==> src/rtl/lrb_pkg.sv <==
package lrb_pkg;

    localparam int unsigned LRB_UOP_W = 32;
    localparam int unsigned LRB_DEPTH = 48;

    typedef enum logic [1:0] {
        ST_PASS    = 2'd0,
        ST_CAPTURE = 2'd1,
        ST_PLAY    = 2'd2
    } lrb_state_e;

    function automatic int unsigned ptr_next(int unsigned ptr, int unsigned last);
        return (ptr == last) ? 0 : ptr + 1;
    endfunction

endpackage

==> src/rtl/lrb_store.sv <==
module lrb_store #(
    parameter int unsigned UOP_W = 32,
    parameter int unsigned DEPTH = 48,
    localparam int unsigned PTR_W = $clog2(DEPTH)
) (
    input  logic             clk,
    input  logic             wr_en,
    input  logic [PTR_W-1:0] wr_idx,
    input  logic [UOP_W-1:0] wr_data,
    input  logic [PTR_W-1:0] rd_idx,
    output logic [UOP_W-1:0] rd_data
);

    logic [UOP_W-1:0] mem_q [DEPTH];

    for (genvar e = 0; e < DEPTH; e++) begin : g_entry
        always_ff @(posedge clk) begin
            if (wr_en && (wr_idx == PTR_W'(e))) begin
                mem_q[e] <= wr_data;
            end
        end
    end

    assign rd_data = mem_q[rd_idx];

endmodule

==> src/rtl/lrb_ctrl.sv <==
module lrb_ctrl
    import lrb_pkg::*;
#(
    parameter int unsigned DEPTH = 48,
    localparam int unsigned PTR_W = $clog2(DEPTH)
) (
    input  logic             clk,
    input  logic             rst,
    input  logic             in_valid,
    input  logic             in_loop_start,
    input  logic             in_loop_end,
    input  logic             out_ready,
    input  logic             loop_exit,
    input  logic             flush,
    output lrb_state_e       state,
    output logic             wr_en,
    output logic [PTR_W-1:0] wr_idx,
    output logic [PTR_W-1:0] rd_idx
);

    lrb_state_e       state_q;
    logic [PTR_W-1:0] cnt_q;
    logic [PTR_W-1:0] last_q;
    logic [PTR_W-1:0] rd_q;
    logic             acc;

    assign acc    = in_valid && out_ready && !flush && (state_q != ST_PLAY);
    assign wr_en  = acc && ((state_q == ST_CAPTURE) || in_loop_start);
    assign wr_idx = (state_q == ST_CAPTURE) ? cnt_q : '0;
    assign rd_idx = rd_q;
    assign state  = state_q;

    always_ff @(posedge clk) begin
        if (rst || flush) begin
            state_q <= ST_PASS;
            cnt_q   <= '0;
            last_q  <= '0;
            rd_q    <= '0;
        end else begin
            unique case (state_q)
                ST_PASS: begin
                    if (acc && in_loop_start) begin
                        cnt_q <= PTR_W'(1);
                        rd_q  <= '0;
                        if (in_loop_end) begin
                            state_q <= ST_PLAY;
                            last_q  <= '0;
                        end else begin
                            state_q <= ST_CAPTURE;
                        end
                    end
                end
                ST_CAPTURE: begin
                    if (acc) begin
                        if (in_loop_end) begin
                            state_q <= ST_PLAY;
                            last_q  <= cnt_q;
                            rd_q    <= '0;
                        end else if (cnt_q == PTR_W'(DEPTH - 1)) begin
                            state_q <= ST_PASS;
                            cnt_q   <= '0;
                        end else begin
                            cnt_q <= cnt_q + PTR_W'(1);
                        end
                    end
                end
                ST_PLAY: begin
                    if (loop_exit) begin
                        state_q <= ST_PASS;
                        cnt_q   <= '0;
                    end else if (out_ready) begin
                        rd_q <= PTR_W'(ptr_next(int'(rd_q), int'(last_q)));
                    end
                end
                default: state_q <= ST_PASS;
            endcase
        end
    end

endmodule

==> src/rtl/loop_replay_buf.sv <==
module loop_replay_buf
    import lrb_pkg::*;
#(
    parameter int unsigned UOP_W = LRB_UOP_W,
    parameter int unsigned DEPTH = LRB_DEPTH,
    localparam int unsigned PTR_W = $clog2(DEPTH)
) (
    input  logic             clk,
    input  logic             rst,
    input  logic             in_valid,
    output logic             in_ready,
    input  logic [UOP_W-1:0] in_uop,
    input  logic             in_loop_start,
    input  logic             in_loop_end,
    output logic             out_valid,
    input  logic             out_ready,
    output logic [UOP_W-1:0] out_uop,
    input  logic             loop_exit,
    input  logic             flush,
    output logic             fe_gate
);

    lrb_state_e       state;
    logic             wr_en;
    logic [PTR_W-1:0] wr_idx;
    logic [PTR_W-1:0] rd_idx;
    logic [UOP_W-1:0] rd_data;
    logic             playing;

    lrb_ctrl #(.DEPTH(DEPTH)) ctrl_i (
        .clk           (clk),
        .rst           (rst),
        .in_valid      (in_valid),
        .in_loop_start (in_loop_start),
        .in_loop_end   (in_loop_end),
        .out_ready     (out_ready),
        .loop_exit     (loop_exit),
        .flush         (flush),
        .state         (state),
        .wr_en         (wr_en),
        .wr_idx        (wr_idx),
        .rd_idx        (rd_idx)
    );

    lrb_store #(.UOP_W(UOP_W), .DEPTH(DEPTH)) store_i (
        .clk     (clk),
        .wr_en   (wr_en),
        .wr_idx  (wr_idx),
        .wr_data (in_uop),
        .rd_idx  (rd_idx),
        .rd_data (rd_data)
    );

    assign playing = (state == ST_PLAY);

    always_comb begin
        if (flush) begin
            out_valid = 1'b0;
            in_ready  = 1'b0;
            out_uop   = in_uop;
            fe_gate   = 1'b0;
        end else if (playing) begin
            out_valid = !loop_exit;
            in_ready  = 1'b0;
            out_uop   = rd_data;
            fe_gate   = !loop_exit;
        end else begin
            out_valid = in_valid;
            in_ready  = out_ready;
            out_uop   = in_uop;
            fe_gate   = 1'b0;
        end
    end

endmodule

==> config.mk <==
export PLATFORM = sky130hd
export DESIGN_NAME = loop_replay_buf
export DESIGN_NICKNAME = d
export VERILOG_FILES = /design/src/rtl/lrb_pkg.sv /design/src/rtl/lrb_store.sv /design/src/rtl/lrb_ctrl.sv /design/src/rtl/loop_replay_buf.sv
export SDC_FILE = /design/constraint.sdc
export NUM_CORES = 1
export LEC_CHECK = 0
export BUFFER_PORTS_ARGS = -buffer_cell sky130_fd_sc_hd__buf_2
export CORE_AREA = 2 2 335 337
export CTS_BUF_LIST = sky130_fd_sc_hd__clkbuf_8 sky130_fd_sc_hd__clkbuf_16
export CTS_CLUSTER_SIZE = 8
export DETAILED_ROUTE_END_ITERATION = 8
export DIE_AREA = 0 0 337 339
export PLACE_DENSITY = 0.7
export SYNTH_ARGS = -nofsm -noshare
export SYNTH_HDL_FRONTEND = slang
export SYNTH_SLANG_ARGS = --single-unit
export TNS_END_PERCENT = 30
==> constraint.sdc <==
create_clock -name clk -period 4.2 [get_ports clk]
set_clock_uncertainty 0.1 [all_clocks]
set_input_delay 0.84 -clock clk [delete_from_list [all_inputs] [get_ports clk]]
set_output_delay 0.84 -clock clk [all_outputs]
set_load 0.005 [all_outputs]
# After elaboration in Yosys (flattened, before gate mapping)
# Memories as Yosys holds them, arrays and structs flattened. A register that Yosys moved wholly into a read port is not among the register bits.
# Cells that the tools add are included.
# Widths: inputs -> output; s select.
[classes]
eq_ne = 61
n_addsub = 2
muxes = 272
n_reduce_logical = 112
[op_table]
columns = ["cell", "n"]
rows = [
  ["$mux 32", 49],
  ["$reduce_or 32->1", 47],
  ["$mux 6", 64],
  ["$mux 1", 149],
  ["$eq 6x6->1 const B", 17],
  ["$eq 6x5->1 const B", 16],
  ["$logic_and 1x1->1", 53],
  ["$eq 6x4->1 const B", 8],
  ["$pmux 6 s3", 2],
  ["$eq 6x3->1 const B", 4],
  ["$ne 2x2->1 const B", 7],
  ["$add 6x1->6 const B", 2],
  ["$eq 6x2->1 const B", 2],
  ["$mux 2", 6],
  ["$pmux 6 s2", 1],
  ["$reduce_and 5->1", 2],
  ["$eq 6x1->1 const B", 1],
  ["$eq 6x6->1", 1],
  ["$logic_not 6->1", 1],
  ["$pmux 2 s3", 1],
  ["$reduce_and 6->1", 1],
  ["$ne 2x1->1 const B", 2],
  ["$reduce_and 4->1", 1],
  ["$ne 3x3->1 const B", 1],
  ["other kinds (7)", 9],
]
[word_totals]
memories = 1
in_bits = 40
ramBits = 1536
reg_bits = 20
[memory_table]
columns = ["name", "depth", "width", "read_ports", "rd_clocked_by_memory_dff", "wr", "line", "rtl"]
rows = [
  ["store_i.mem_q", 48, 32, 1, 1, 1, "lrb_store.sv:14", "logic [UOP_W-1:0] mem_q [DEPTH];"],
]

# Depth between registers and ports, before layout
# Gate-level depths: netlist of the first run.
[logic_depth]
word_depth = 55
mapped_depth = 11

# By module
# From an unflattened synthesis of the first run, not the netlist that was laid out.
[unflattened]
hier_cells = 3066
hier_area_um2 = 61355.1
[by_module_without_submodules]
columns = ["module", "seq_area_each_um2", "n_inst", "cells_each", "area_per_inst_um2"]
rows = [
  ["lrb_store", 46124.2, 1, 2878, 59495.8],
  ["lrb_ctrl", 400.4, 1, 146, 1261.2],
  ["loop_replay_buf", 0.0, 1, 42, 598.1],
]

# Worst setup path after synthesis of the first run
# Ideal clock, no wire load.
[synth_timing]
path_kind = "input to register"
startpoint = "in flush"
endpoint = "mem store_i.mem_q[10][0] (enable)"
cell_stages = 5
n_path_buf = 1
path_slack_ns = 0.663
setup_time_ns = 0.421
arrival_ns = 3.015
path_cell_list = "nand4bb_1 buf_2 nor3b_1 nand2_1 nor2_1"
[synth_between]
elab_chain_len = 55
[synth_lines]
columns = ["element", "line", "rtl"]
rows = [
  ["start, declared", "loop_replay_buf.sv:19", "input logic flush,"],
  ["$logic_not 1->1 (*)", "lrb_ctrl.sv:27", "assign acc = in_valid && out_ready && !flush && (state_q != ST_PLAY);"],
  ["$logic_and 1x1->1 (*) (2 in series)", "lrb_ctrl.sv:27", ""],
  ["$logic_and 1x1->1 (*)", "lrb_ctrl.sv:28", "assign wr_en = acc && ((state_q == ST_CAPTURE) || in_loop_start);"],
  ["$logic_and 1x1->1", "lrb_store.sv:18", "if (wr_en && (wr_idx == PTR_W'(e))) begin"],
  ["$mux 1", "lrb_store.sv:18", ""],
  ["$mux 1 (implied by the code)", "lrb_store.sv:19", "mem_q[e] <= wr_data;"],
  ["$reduce_or 32->1 (no source line)", "--", ""],
  ["$mux 6 (no source line) / $mux 1 (equally long branches) (47 in series)", "--", ""],
  ["end, declared", "lrb_store.sv:14", ""],
]
# Every way passes the cells marked *; elsewhere a longest branch is shown, timed or not.

==> qor.yml, run 1 <==
run_status: "finished, violations left"
failed_checks: "setup timing"
core_region_area_um2: 110000
synth.cell_area_um2: 60300
drive_gt1_share_pct: 34.8
utilization_pct: 64.9
synth_nets: 2760
post-route-cell-area_um2: 71600
ant_nets: 0
tritoncts: "built"
synthTopCellsByCount: "sky130_fd_sc_hd__edfxtp_1 (1536), sky130_fd_sc_hd__mux4_2 (405), sky130_fd_sc_hd__nor2_1 (122)"
detailed_route_wl_mm: 161
tot_gr_track_use_pct: 28.3
detail_route.first_pass.iterations: 6
timing_worst_slew_pin_value_ps: 1080
yosysWarnings: 0
number_of_nets_at_the_end_of_the_flow: 3142
tritoncts.num_buffers: 213
most_common_cell_on_crit_path: "sky130_fd_sc_hd__mux4_2"
synth_most_common_cell: "sky130_fd_sc_hd__edfxtp_1"
synth_top_area_share_pct: 76.4
post-route-drc-count: 0
timing.rr.end: "store_i.mem_q[41][19]$_DFFE_PP_"
clk_buf_depth: 3
timing.final.max_slew_violations: 0
worst-endpoint-required_ps: 3260
grt_antenna_before_repair: 1
timing.fmax_mhz: 232
routabilityCongestion: 0.836
finalSetupViolCount: 22
chipWidth_um: 337
async_reset_ff_share_pct: 0
avgRoutedWirePerCell_um: 34.8
cts.sinks: 1562
placement_rows: 122
area.growth.synth_to_final_pct: 18.7
criticalPathCategory: "reg -> out"
cap_viol_max_count: 0
place.detailed.instances: 4303
seq_area_frac_synth_pct: 77.3
critical_path.max_stage_delay_ps: 510
grt_pass1_wl_mm: 227
place.detailed.hpwl_mm: 84.6
fin_setup_tns_ps: -1040
grt_setup_unrepaired: "yes"
via_count_of_the_first_global_routing_pass: 32000
design.die.area_um2: 114000
synth.top_cells.by_area: "sky130_fd_sc_hd__edfxtp_1 (76%), sky130_fd_sc_hd__mux4_2 (15%), sky130_fd_sc_hd__mux2i_1 (1.5%)"
dr_total_vias: 31100
max_slew_margin_pct: 27.8
power.density_cell_area_nw_per_um2: 458
finalHoldViolations: 0
main_synth_ff_type: "sky130_fd_sc_hd__edfxtp_1"
final_critical_path_setup_slack_ps: -111
reg2reg_depth: 7
numPortBuffers: 74
synth-edff-count: 1536
dieHeight_um: 339
cp_slowest_cell: "sky130_fd_sc_hd__mux4_2"
io-pin-count: 75
power.ir.vdd_worst_uv: 382
ys_types: 57
yosys.area.top_type: "sky130_fd_sc_hd__edfxtp_1"
critical_path.cell_chain: "buf_12 > buf_16 > buf_8 > buf_6 > mux4_2 > mux4_2 > mux2i_4 > or3_4 > o21ai_4 > buf_2"
reg2reg_from: "ctrl_i.state[0]$_SDFFE_PP0P_"
drt-vias-per-instance: 6.73
setup.worst_path.end: "out_uop[23]"
cts_hold_buf: 0
worstSetupEndpointType: "output port"
timing.final.crit_share_pct: 103
post_synth_inst_count: 2714
detailedRoute.firstIterationViolations: 4560
class_of_the_tightest_hold_or_removal_check: "in -> reg"
post_dp_cell_area_um2: 64200
power.leakage_nw: 22.1
ys_seq_elements: 1562
setup.worst_path.start_class: "flop"
critical_path.max_fanout: 7
grt_overflow: 0
totalPowerFinal_mw: 32.8
htree_levels: 4
post-route-min-period_ps: 4310
grt_start_max_net_pins: 58
synth.avg_cell_area_um2: 22.2
clock_tree.root_cell: "sky130_fd_sc_hd__clkbuf_16"
clkSlewWorstSetupHoldPaths_ps: 50
start_util_pct: 54.7
finalNonFillerCells: 4625
worstSkewPairLatency_ps: 780
timing.critical_path.arrival_ps: 3370
r2r_slack_ps: 640
[cell families (layout without fill, tap and decap cells)]
kind of cell / Yosys count / count (layout) / share of synthesized area (%)
flip-flops: 1562 / 1562 / 77.3
multiplexers: 520 / 520 / 17.1
AND/OR/NAND/NOR: 260 / 260 / 1.99
AO/OA/AOI/OAI: 198 / 198 / 2.10
buffers and inverters: 159 / 581 / 1.29
XOR/XNOR: 9 / 9 / 0.131
adder cells (fa/ha/maj): 6 / 6 / 0.124
other: 0 / 1 / 0
[cells in the final DEF (no fill, tap or decap), drive strengths merged, types with 5 or more instances in the layout]
cell type	count
mux2i	93
xnor2	5
buf	301
nand2b	9
nor2	122
ha	6
clkbuf	224
o22ai	29
dfxtp	26
a22oi	35
a221o	9
a21oi	44
o21ai	46
o221ai	7
edfxtp	1536
mux4	405
nand3	15
a31oi	6
inv	48
or3	19
mux2	22
nor2b	10
nand2	51
and3	6
[through the flow]
stage,hold slack [ps],worst slack (ps)
3_5_place_dp,368,325
6_report,290,-111
4_1_cts,262,-132
5_1_grt,284,-132
3_3_place_gp,365,336
2_1_floorplan,343,663
[timing repair]
action,4_1_cts,5_1_grt
endpoints found under the setup margin,32,32
cloned,14,7
buffers inserted,23,27
resized for setup,103,80
pin swaps,5,12
[how the worst min path moves through the flow]
stage / from / to / slack [ps] / cells past startpoint
final: in_uop[17] / store_i.mem_q[21][17]$_DFFE_PP_ / 290 / 1
after floorplan: ctrl_i.last_q[1]$_SDFFE_PP0P_ / ctrl_i.last_q[1]$_SDFFE_PP0P_ / 340 / 2
after CTS: in_uop[17] / store_i.mem_q[21][17]$_DFFE_PP_ / 260 / 1
after global placement: ctrl_i.last_q[1]$_SDFFE_PP0P_ / ctrl_i.last_q[1]$_SDFFE_PP0P_ / 370 / 2
after global routing: in_uop[17] / store_i.mem_q[21][17]$_DFFE_PP_ / 280 / 1
after detailed placement: ctrl_i.last_q[1]$_SDFFE_PP0P_ / ctrl_i.last_q[1]$_SDFFE_PP0P_ / 370 / 2
[final cells by class]
class                      count  area (um^2)
fill                        6900        38700
clock inverter                38          234
sequential                  1562        46700
timing repair buffer         312         3560
antenna                        1         2.50
clock buffer                 217         5430
inverter                      14         52.6
tap                         1488         1860
multi-input combinational    993        13800
[report_power, final]
part	internal (mW)	switching, mW
Sequential	17.1	0.00297
Clock	9.00	6.00
Combinational	0.237	0.434
[state kept, by name, summed over array words and instances, names as in the netlist, named ones only]
register / cells
ctrl_i.state: 2
store_i.mem_q: 1536
ctrl_i.last_q: 6
ctrl_i.rd_idx: 6
ctrl_i.cnt_q: 6
[per-layer routing]
metal  up-vias  routed length, um  global-route usage [%]
met5         -                  0                       0
met4         0               5870                    10.9
met3       350              17100                    5.82
met2      2147              78800                    44.8
met1     16400              59200                    39.1
li1      12200                  -                       -
[worst max-delay path: cells and delay by family, from the launching register on]
| family | cells | cell delay [ps] |
|---|---|---|
| muxes | 3 | 1210 |
| and+or+nand+nor | 1 | 180 |
| DFF | 1 | 360 |
| AOI/OAI and AO/OA | 1 | 80 |
| buffers and inverters | 5 | 730 |
Power figures use the tool's default switching activity.
==> run 2, diff against run 1 <==
--- a/config.mk
+++ b/config.mk
@@ -5,13 +5,14 @@
 export SDC_FILE = /design/constraint.sdc
 export NUM_CORES = 1
 export LEC_CHECK = 0
-export BUFFER_PORTS_ARGS = -buffer_cell sky130_fd_sc_hd__buf_2
 export CORE_AREA = 2 2 335 337
 export CTS_BUF_LIST = sky130_fd_sc_hd__clkbuf_8 sky130_fd_sc_hd__clkbuf_16
 export CTS_CLUSTER_SIZE = 8
 export DETAILED_ROUTE_END_ITERATION = 8
 export DIE_AREA = 0 0 337 339
+export DONT_BUFFER_PORTS = 1
 export PLACE_DENSITY = 0.7
+export REMOVE_ABC_BUFFERS = 1
 export SYNTH_ARGS = -nofsm -noshare
 export SYNTH_HDL_FRONTEND = slang
 export SYNTH_SLANG_ARGS = --single-unit
==> qor.yml, run 2 (synthesis results as in run 1) <==
run_status: "finished clean"
r2r_slack_ps: 540  # -100 ps
n_fill_cell: 6915  # +0.22%
detailedPlace.worstSlack_ps: 373  # +47.9 ps
io-pin-count: 75  # unchanged
setup.worst_path.start_class: "flop"
drt-vias-per-instance: 6.73  # about the same
cp_slowest_cell: "sky130_fd_sc_hd__mux4_2"
utilization_pct: 64.2  # -0.71 points
layout_commonest_cell: "sky130_fd_sc_hd__edfxtp_1"
max_slew_margin_pct: 42.1  # +14 points
timing.critical_path.arrival_ps: 3230  # -140 ps
critical-path-top-delay-family: "multiplexers"
grt_setup_unrepaired: "yes"
placement_rows: 122  # unchanged
most-common-layout-cells: "sky130_fd_sc_hd__edfxtp_1 (1536), sky130_fd_sc_hd__mux4_2 (405), sky130_fd_sc_hd__clkbuf_16 (218)"
power.leakage_nw: 21.8  # -1.4%
fin_worst_hold_slack_ps: 38.0  # -253 ps
final_critical_path_setup_slack_ps: 32.4  # +144 ps
post_dp_cell_area_um2: 63900  # -0.43%
detailed_route_wl_mm: 156  # -3.2%
drive_gt1_share_pct: 32.9  # -1.9 points
fin_setup_tns_ps: 0  # +1040 ps
criticalPathCategory: "reg -> out"
largest_register: "store_i.mem_q"
post-route-cell-area_um2: 70800  # -1.1%
power.density_cell_area_nw_per_um2: 459  # +0.13%
grt_pass1_wl_mm: 223  # -1.8%
grt_start_max_net_pins: 54  # -6.9%
worstSetupEndpointType: "output port"
place.detailed.instances: 4254  # -1.1%
dieHeight_um: 339  # unchanged
critical_path.cell_chain: "buf_6 > buf_12 > buf_16 > buf_12 > mux4_2 > mux4_2 > a22oi_2 > o21ai_2"
number_of_nets_at_the_end_of_the_flow: 3092  # -1.6%
clock_tree.root_cell: "sky130_fd_sc_hd__clkbuf_16"
tritoncts: "built"
worstSkewPairLatency_ps: 800  # +20 ps
numPortBuffers: 0  # -100%
finalNonFillerCells: 4569  # -1.2%
finalSetupViolCount: 0  # -100%
timing_worst_slew_pin_value_ps: 867  # -215 ps
clk_buf_depth: 3  # unchanged
tot_gr_track_use_pct: 27.7  # -0.51 points
place.detailed.hpwl_mm: 83.7  # -1.0%
dr_total_vias: 30800  # -1.2%
class_of_the_tightest_hold_or_removal_check: "in -> reg"
tritoncts.num_buffers: 213  # unchanged
ant_nets: 0  # unchanged
finalHoldViolations: 0  # unchanged
worst-endpoint-required_ps: 3260  # about the same
routabilityCongestion: 0.809  # -3.2%
reg2reg_from: "ctrl_i.state[0]$_SDFFE_PP0P_"
holdPathStages: 0  # -1
power.ir.vdd_worst_uv: 345  # -9.8%
clkSlewWorstSetupHoldPaths_ps: 50  # about the same
reg2reg_depth: 7  # unchanged
timing.final.crit_share_pct: 99.2  # -3.4 points
area.growth.synth_to_final_pct: 17.4
cts.sinks: 1562  # unchanged
core_region_area_um2: 110000  # unchanged
start_util_pct: 54.7  # unchanged
timing.hold.worst_endpoint: "store_i.mem_q[19][16]$_DFFE_PP_"
via_count_of_the_first_global_routing_pass: 31300  # -2.2%
design.die.area_um2: 114000  # unchanged
avgRoutedWirePerCell_um: 34.1  # -2.1%
detailedRoute.firstIterationViolations: 4297  # -5.8%
timing.final.max_slew_violations: 0  # unchanged
totalPowerFinal_mw: 32.5  # -0.97%
cap_viol_max_count: 0  # unchanged
chipWidth_um: 337  # unchanged
post-route-min-period_ps: 4170  # -144 ps
cp.buffers_inverters: 4  # -1
critical_path.max_fanout: 15  # +8
grt_antenna_before_repair: 3  # +2
post-route-drc-count: 0  # unchanged
timing.fmax_mhz: 240  # +3.4%
insertedDiodeCount: 0  # -1
critical_path.max_stage_delay_ps: 500  # about the same
worst_hold_startpoint: "in_uop[16]"
grt_overflow: 0  # unchanged
timing.rr.end: "store_i.mem_q[6][31]$_DFFE_PP_"
detail_route.first_pass.iterations: 6  # unchanged
htree_levels: 4  # unchanged
max_ffs_per_register: 1536  # unchanged
[run 2: worst max-delay path by stage]
stage / end / from / depth (start not counted)
after floorplan: out_uop[10] / flop / 5
after global placement: out_uop[23] / flop / 7
after detailed placement: out_uop[23] / flop / 7
after CTS: out_uop[30] / flop / 9
after global routing: out_uop[4] / flop / 8
final: out_uop[0] / flop / 8
[run 2: layer usage]
layer	track usage, %	wire, um	vias up
met4	11.3	6130	2
li1	-	-	12100
met5	0	15	-
met3	6.01	15200	341
met2	43.8	76300	1908
met1	38.1	58100	16400
[run 2: final cells by class]
| type | instances | area, um^2 | share of cell area [%] |
|---|---|---|---|
| Multi-Input combinational cell | 993 | 13500 | 19.1 |
| Inverter | 14 | 52.6 | 0.0742 |
| Clock buffer | 216 | 5410 | 7.63 |
| Clock inverter | 34 | 302 | 0.426 |
| Sequential cell | 1562 | 46700 | 65.9 |
| Tap cell | 1488 | 1860 | 2.63 |
| Timing Repair Buffer | 262 | 3040 | 4.29 |
[run 2: what timing repair did]
| item | 4_1_cts | 5_1_grt |
|---|---|---|
| endpoints found under the hold margin | 22 | 0 |
| buffers inserted | 23 | 22 |
| gates resized for setup | 60 | 38 |
| endpoints found under the setup margin | 32 | 28 |
| gates cloned | 10 | 2 |
| hold buffers | 8 | 0 |
| pin swaps | 3 | 8 |
[run 2: where the power goes]
group          leakage [nW]  internal [mW]  total (mW)  switching [mW]
Combinational          4.90          0.189       0.345           0.157
Clock                  2.87           8.99        15.0            6.02
Sequential             14.0           17.1        17.2         0.00302
[run 2: worst register-to-register path, cell delays in order (launching register included)]
cell	delay, ps
sky130_fd_sc_hd__dfxtp_1	380
sky130_fd_sc_hd__inv_1	80
sky130_fd_sc_hd__ha_1	340
sky130_fd_sc_hd__nand4bb_1	560
sky130_fd_sc_hd__nor3b_1	700
sky130_fd_sc_hd__nand2_1	350
sky130_fd_sc_hd__nor2_4	190
sky130_fd_sc_hd__buf_4	540
